===== src/rtl/pkt_cmd_queue.sv =====
module pkt_cmd_queue #(
  parameter int ADDR_W = 5,
  parameter logic [31:0] CS_RESET = 32'h0000_0002
) (
  input  logic              clk,
  input  logic              rst_n,
  input  logic [ADDR_W-1:0] host_addr,
  input  logic              host_wr,
  input  logic              host_rd,
  input  logic [31:0]       host_wdata,
  output logic [31:0]       host_rdata,
  input  logic              host_swap,
  output logic              cmd_valid,
  input  logic              cmd_ready,
  output logic [31:0]       cmd_cs,
  output logic [31:0]       cmd_src,
  output logic [31:0]       cmd_dst,
  output logic [31:0]       cmd_sa,
  output logic [31:0]       cmd_len,
  input  logic              res_valid,
  input  logic [7:0]        res_status
);
  localparam logic [ADDR_W-1:0] OFF_CS  = ADDR_W'('h00);
  localparam logic [ADDR_W-1:0] OFF_SRC = ADDR_W'('h04);
  localparam logic [ADDR_W-1:0] OFF_DST = ADDR_W'('h08);
  localparam logic [ADDR_W-1:0] OFF_SA  = ADDR_W'('h0C);
  localparam logic [ADDR_W-1:0] OFF_LEN = ADDR_W'('h10);
  localparam logic [ADDR_W-1:0] OFF_FLG = ADDR_W'('h14);

  logic [31:0] wd, cs_q, src_q, dst_q, sa_q, len_q;
  logic [7:0]  stat_q;
  logic        done_q, fail_q, note_q, ovf_q;

  assign wd = host_swap ? {host_wdata[7:0], host_wdata[15:8], host_wdata[23:16], host_wdata[31:24]}
                        : host_wdata;

  wire wr_cs  = host_wr && host_addr == OFF_CS;
  wire wr_src = host_wr && host_addr == OFF_SRC;
  wire wr_dst = host_wr && host_addr == OFF_DST;
  wire wr_sa  = host_wr && host_addr == OFF_SA;
  wire wr_len = host_wr && host_addr == OFF_LEN;
  wire rd_cs  = host_rd && host_addr == OFF_CS;
  wire rd_flg = host_rd && host_addr == OFF_FLG;
  wire busy   = cmd_valid && !cmd_ready;
  wire launch = wr_len && !busy;
  wire drop   = wr_len && busy;

  always_ff @(posedge clk) begin
    if (!rst_n) begin
      cs_q  <= CS_RESET;
      src_q <= '0;
      dst_q <= '0;
      sa_q  <= '0;
      len_q <= '0;
    end else begin
      if (wr_cs)  cs_q  <= {wd[31:24], 8'h00, wd[15:0]};
      if (wr_src) src_q <= wd;
      if (wr_dst) dst_q <= wd;
      if (wr_sa)  sa_q  <= wd;
      if (launch) len_q <= wd;
    end
  end

  always_ff @(posedge clk) begin
    if (!rst_n) begin
      cmd_valid <= 1'b0;
      cmd_cs    <= '0;
      cmd_src   <= '0;
      cmd_dst   <= '0;
      cmd_sa    <= '0;
      cmd_len   <= '0;
    end else if (launch) begin
      cmd_valid <= 1'b1;
      cmd_cs    <= cs_q;
      cmd_src   <= src_q;
      cmd_dst   <= dst_q;
      cmd_sa    <= sa_q;
      cmd_len   <= wd;
    end else if (cmd_ready) begin
      cmd_valid <= 1'b0;
    end
  end

  always_ff @(posedge clk) begin
    if (!rst_n) begin
      stat_q <= '0;
      done_q <= 1'b0;
      fail_q <= 1'b0;
      note_q <= 1'b0;
      ovf_q  <= 1'b0;
    end else begin
      if (res_valid) begin
        stat_q <= res_status;
        done_q <= 1'b1;
        fail_q <= |res_status[3:0];
        note_q <= (res_status[3:0] == 4'h0) && (|res_status[7:4]);
      end else if (rd_cs) begin
        done_q <= 1'b0;
        fail_q <= 1'b0;
        note_q <= 1'b0;
      end
      if (drop)        ovf_q <= 1'b1;
      else if (rd_flg) ovf_q <= 1'b0;
    end
  end

  always_comb begin
    case (host_addr)
      OFF_CS:  host_rdata = {cs_q[31:24], stat_q, cs_q[15:0]};
      OFF_SRC: host_rdata = src_q;
      OFF_DST: host_rdata = dst_q;
      OFF_SA:  host_rdata = sa_q;
      OFF_LEN: host_rdata = len_q;
      OFF_FLG: host_rdata = {28'h0, ovf_q, note_q, fail_q, done_q};
      default: host_rdata = '0;
    endcase
  end

  p_launch_only_len_r2: assert property (@(posedge clk) disable iff (!rst_n)
    $rose(cmd_valid) |-> $past(wr_len));

  p_hold_stable_r8: assert property (@(posedge clk) disable iff (!rst_n)
    cmd_valid && !cmd_ready |=> cmd_valid && $stable({cmd_cs, cmd_src, cmd_dst, cmd_sa, cmd_len}));

  p_no_overflow_r7: assert property (@(posedge clk) disable iff (!rst_n)
    drop |=> ovf_q && $stable(len_q));

  p_result_latch_r4: assert property (@(posedge clk) disable iff (!rst_n)
    res_valid |=> done_q && stat_q == $past(res_status));

  p_fail_class_r5: assert property (@(posedge clk) disable iff (!rst_n)
    fail_q |-> stat_q[3:0] != 4'h0);

  p_note_class_r5: assert property (@(posedge clk) disable iff (!rst_n)
    note_q |-> stat_q[3:0] == 4'h0 && stat_q[7:4] != 4'h0);

  p_read_clear_r6: assert property (@(posedge clk) disable iff (!rst_n)
    rd_cs && !res_valid |=> !done_q && !fail_q && !note_q);

  p_cs_field_zero_r3: assert property (@(posedge clk) disable iff (!rst_n)
    cmd_valid |-> cmd_cs[23:16] == 8'h00);
endmodule


===== config.mk =====
export PLATFORM = sky130hd
export DESIGN_NAME = pkt_cmd_queue
export DESIGN_NICKNAME = d
export VERILOG_FILES = /design/src/rtl/pkt_cmd_queue.sv
export SDC_FILE = /design/constraint.sdc
export NUM_CORES = 1
export LEC_CHECK = 0
export ABC_AREA = 0
export BUFFER_PORTS_ARGS = -buffer_cell sky130_fd_sc_hd__buf_2
export CAP_MARGIN = 30
export CELL_PAD_IN_SITES_DETAIL_PLACEMENT = 0
export CELL_PAD_IN_SITES_GLOBAL_PLACEMENT = 1
export CORE_ASPECT_RATIO = 0.9
export CORE_MARGIN = 4
export CORE_UTILIZATION = 42
export CTS_BUF_LIST = sky130_fd_sc_hd__clkbuf_16
export DETAILED_ROUTE_END_ITERATION = 6
export HOLD_SLACK_MARGIN = 0.02
export PLACE_DENSITY = 0.88
export SLEW_MARGIN = 20
export SYNTH_ARGS = -nofsm -noshare
export SYNTH_HDL_FRONTEND = slang
export SYNTH_SLANG_ARGS = --single-unit

===== constraint.sdc =====
create_clock -name clk -period 1.5 [get_ports clk]
set_input_delay 0.075 -clock clk [delete_from_list [all_inputs] [get_ports clk]]
set_output_delay 0.075 -clock clk [all_outputs]
set_load 0.01 [all_outputs]

# --- Word level (Yosys, flattened, before mapping) ---
# Cells that the tools add are included.
totals:
  reg_bits: 285
  in_bits: 52
  out_inout_bits: 193
  word_cells: 50
op_classes:
  eq_ne: 5
  mux: 10
  n_reduce_logical: 20
ops:
  columns: ["op", "count"]
  rows:
  - ["32-bit one-hot mux with 6 select lines", 1]
  - ["32-bit two-way mux", 1]
  - ["1-bit logical AND", 11]
  - ["5-bit by 4-bit equality test with 1-bit output, second input constant", 2]
  - ["5-bit equality test, second input constant", 2]
  - ["1-bit two-way mux", 8]
  - ["4-bit OR reduction", 2]
  - ["2-bit nonzero test", 3]
  - ["5-bit by 3-bit equality test with 1-bit output, second input constant", 1]
  - ["5-bit zero test", 1]
  - ["4-bit zero test", 1]
  - ["1-bit zero test", 2]

# --- Logic depth before layout (Yosys ltp) ---
depth:
  ltp_word: 5
  mapped_depth: 7
  ltp_nobuf: 3

# --- Least setup slack after synthesis ---
# OpenSTA, ideal clock, no wires.
synth_timing:
  path_type: "input to output"
  start: "input host_addr[3]"
  end: "output host_rdata[15]"
  arrival_ps: 1284
  required_ps: 1425
  path_slack_ps: 141
  cell_stages: 5
  n_path_buf: 2
  path_cell_list: "clkbuf_2 > buf_2 > mux2_2 > a32o_1 > a221o_1"
synth_between:
  elab_chain_cells: 2
  elab_cells_between_ends: 7
  classes_between: "eq/ne (5); mux (1); reduce/logical (1)"
synth_rtl:
  columns: ["element", "line_no", "source"]
  rows:
  - ["start, declared", "7", "input logic [ADDR_W-1:0] host_addr,"]
  - ["5-bit equality test, or another cell as far along", "108", "case (host_addr)"]
  - ["32-bit one-hot mux with 6 select lines (*)", "108", null]
  - ["end, declared", "11", "output logic [31:0] host_rdata,"]
# Every way passes the cells marked *; elsewhere a longest branch is shown, timed or not.

# --- Worst setup path after layout ---
layout_timing:
  start: "register fail_q"
  end: "output host_rdata[1]"
layout_between:
  elab_chain_cells: 1
layout_rtl:
  columns: ["element", "line_no", "source"]
  rows:
  - ["start, declared", "32", "logic done_q, fail_q, note_q, ovf_q;"]
  - ["start signal, assigned", "95", "fail_q <= |res_status[3:0];"]
  - ["32-bit one-hot mux with 6 select lines", "108", null]
# Every way passes these cells.

==> flow_summary.json <==
{
  "finalInstanceArea_um2": 15600,
  "rsz0062_at_grt": "yes",
  "initial_core_util_pct": 43.1,
  "power_density_nw_per_um2": 1010,
  "slowest_stage": "mux4_2",
  "finalCritPeriodShare_pct": 127,
  "finClkSkew_ns": 0.00646,
  "portBuffers": 236,
  "n_antenna_cell": 0,
  "ys.warnings.count": 0,
  "grt_antenna_before_repair": 0,
  "vdd_drop_max_mv": 0.941,
  "drive_above_1_share_pct": 31.8,
  "die-area_um2": 31700,
  "arrival_ns": 1.83,
  "max_stage_delay_ns": 0.48,
  "final_util_pct": 55.3,
  "end_kind": "output port",
  "holdWs_ns": 0.0435,
  "vias": 10100,
  "htreeDepth": 1,
  "clock_latency_ns": 0.55,
  "critPathKind": "register to output port",
  "period_minus_slack_ns": 1.90,
  "fmax_mhz": 526,
  "firstDrtPassIters": 5,
  "p_leak_uw": 0.00854,
  "cts-root-buf": "clkbuf_16",
  "syn-mean-instance-area_um2": 9.95,
  "violations": "setup timing",
  "ys_top_cells_by_area": "dfxtp_1 47%, mux2i_1 23%, nand2_1 9.4%, mux2_2 4.3%, and3b_1 2.3%",
  "synth_seq_cells": 285,
  "drc_errors": 0,
  "syn-cell-area_um2": 12200,
  "seq_area_frac_synth_pct": 46.9,
  "setup_violations": 29,
  "cts_buffer_depth": 3,
  "finalWorstSetupSlack_ns": -0.402,
  "clkSinkCount": 285,
  "vias_per_cell": 5.33,
  "hpwlAfterDp_um": 26400,
  "slew_headroom_pct": 46.1,
  "synthCells": 1222,
  "status": "finished, violations left",
  "drt-total-wl_um": 37800,
  "rows": 58,
  "slew_violations": 0,
  "grt_start_max_net_pins": 66,
  "grtUsageTotal_pct": 22.8,
  "hp-class": "input port to register",
  "synth_area_leader_cell": "dfxtp_1",
  "drt_iter0_markers": 745,
  "place_area_um2": 14100,
  "required_ns": 1.42,
  "area_growth_pct": 28.3,
  "die_w_um": 187,
  "ioPinCount": 245,
  "hold_violations": 0,
  "drtAntennaViolNets": 0,
  "grt_pass1_wl_um": 58100,
  "yosys_most_used_dff": "dfxtp_1",
  "path_max_fanout": 2,
  "cts_made_buffers": 30,
  "stdcell_count": 1896,
  "dp.cells": 1796,
  "cp-start-kind": "register",
  "async_flop_share_pct": 0,
  "gr-total-overflow": 0,
  "die-height_um": 169,
  "core_area_um2": 28200,
  "path_clk_slew_ns": 0.06,
  "maxCapViolCount": 0,
  "layout.nets": 1567,
  "worstPathCellList": "mux4_2 -> a221o_1 -> buf_2",
  "wl_per_cell_um": 20.0,
  "grt_pass1_vias": 10100,
  "synth_edf_count": 0,
  "synth_top_area_share_pct": 46.9,
  "gp_congestion": 0.838,
  "synth_cell_types": 41,
  "tritoncts": "built",
  "worst_pin_slew_ns": 0.808
}
through the flow:
stage,power (uW),TNS [ns],setup slack (ns)
2_1_floorplan,8370,0,0.141
3_3_place_gp,8790,-4.53,-0.315
3_5_place_dp,8800,-8.21,-0.268
4_1_cts,15900,-6.96,-0.454
5_1_grt,16300,-7.72,-0.452
6_report,15800,-5.71,-0.402
logic make-up (layout without fill, tap and decap cells):
| group | Yosys count | in the layout | synth area share [%] |
|---|---|---|---|
| buffers and inverters | 112 | 419 | 4.78 |
| flip-flops | 285 | 285 | 46.9 |
| other | 1 | 8 | 0.0308 |
| AO/OA/AOI/OAI | 56 | 56 | 3.67 |
| AND/OR/NAND/NOR | 439 | 439 | 16.7 |
| multiplexers | 329 | 329 | 27.9 |
cells in the final DEF, fill, tap and decap left out, drive strengths merged, types with 2 or more instances in the layout:
cell type | netlist | routed
mux2i | 280 | 280
bufinv | 0 | 2
nor4b | 3 | 3
clkbuf | 50 | 34
nand2 | 305 | 305
nor4 | 3 | 3
and3b | 32 | 32
nand3 | 50 | 50
a221o | 16 | 16
conb | 1 | 8
inv | 5 | 12
a31oi | 2 | 2
mux2 | 46 | 46
o21a | 2 | 2
and3 | 3 | 3
dfxtp | 285 | 285
dlygate4sd3 | 0 | 24
and2 | 3 | 3
buf | 57 | 332
nor2b | 5 | 5
nor2 | 12 | 12
o21ai | 16 | 16
a21oi | 3 | 3
mux4 | 3 | 3
a32o | 13 | 13
nor3 | 2 | 2
nand4 | 18 | 18
dlymetal6s4s | 0 | 2
clkinv | 0 | 12
power breakdown:
group | total [uW] | switching [uW] | internal [uW]
Sequential | 7650 | 29.7 | 7620
Clock | 7030 | 2990 | 4040
Combinational | 1080 | 646 | 438
Total | 15800 | 3670 | 12100
worst max-delay path: cells and delay by family, from the launching register on:
kind            cells  cell delay [ns]
buf+inv             1             0.15
compound gates      1             0.33
mux                 1             0.48
flops               1             0.33
state kept, by name, summed over array words and instances, names as in the netlist, 8 cells and up:
| register | count |
|---|---|
| stat_q | 8 |
| cmd_cs | 24 |
| sa_q | 32 |
| src_q | 32 |
| cmd_dst | 32 |
| cmd_src | 32 |
| cmd_sa | 32 |
| dst_q | 32 |
| cs_q | 24 |
| cmd_len | 32 |
routing by layer:
layer | share of wire, % | GRT usage (%) | up-vias
li1 | - | - | 4827
met1 | 45 | 31.8 | 4870
met2 | 46 | 37.2 | 362
met3 | 6.8 | 3.58 | 51
met4 | 2.2 | 5.69 | 0
met5 | 0 | 0 | -
final timing paths:
check                          startpoint                 endpoint  slack [ns]  cells after the start
setup / recovery      fail_q$_SDFFE_PN0P_            host_rdata[1]       -0.40                      3
hold / removal                      rst_n   cmd_cs[1]$_SDFFE_PN0P_        0.04                      4
setup reg to reg   cmd_valid$_SDFFE_PN0P_   cmd_sa[0]$_SDFFE_PN0P_        0.11                      5
hold reg to reg   cmd_dst[8]$_SDFFE_PN0P_  cmd_dst[8]$_SDFFE_PN0P_        0.45                      2
area by class of cell:
cell class,count,area (um2)
fillers,2482,12600
multi-input cells,832,5970
flip-flops and latches,285,5770
repair buffers,361,2470
clock buffers,31,776
well taps,360,450
clock inverters,22,150
inverters,5,18.8
synth_stat cells, drive strengths merged (12+ instances only):
| cell type | count |
|---|---|
| a221o | 16 |
| buf | 57 |
| mux2 | 46 |
| o21ai | 16 |
| nand2 | 305 |
| mux2i | 280 |
| and3b | 32 |
| a32o | 13 |
| nand3 | 50 |
| nor2 | 12 |
| clkbuf | 50 |
| nand4 | 18 |
| dfxtp | 285 |
repair_timing:
item,CTS,global route
pin swaps,53,23
setup buffers,17,1
hold buffers,27,0
resized for setup,61,25
cloned,0,2
endpoints found under the setup margin,32,83
endpoints found under the hold margin,40,0
No activity file was read; power rests on OpenSTA's default activity.
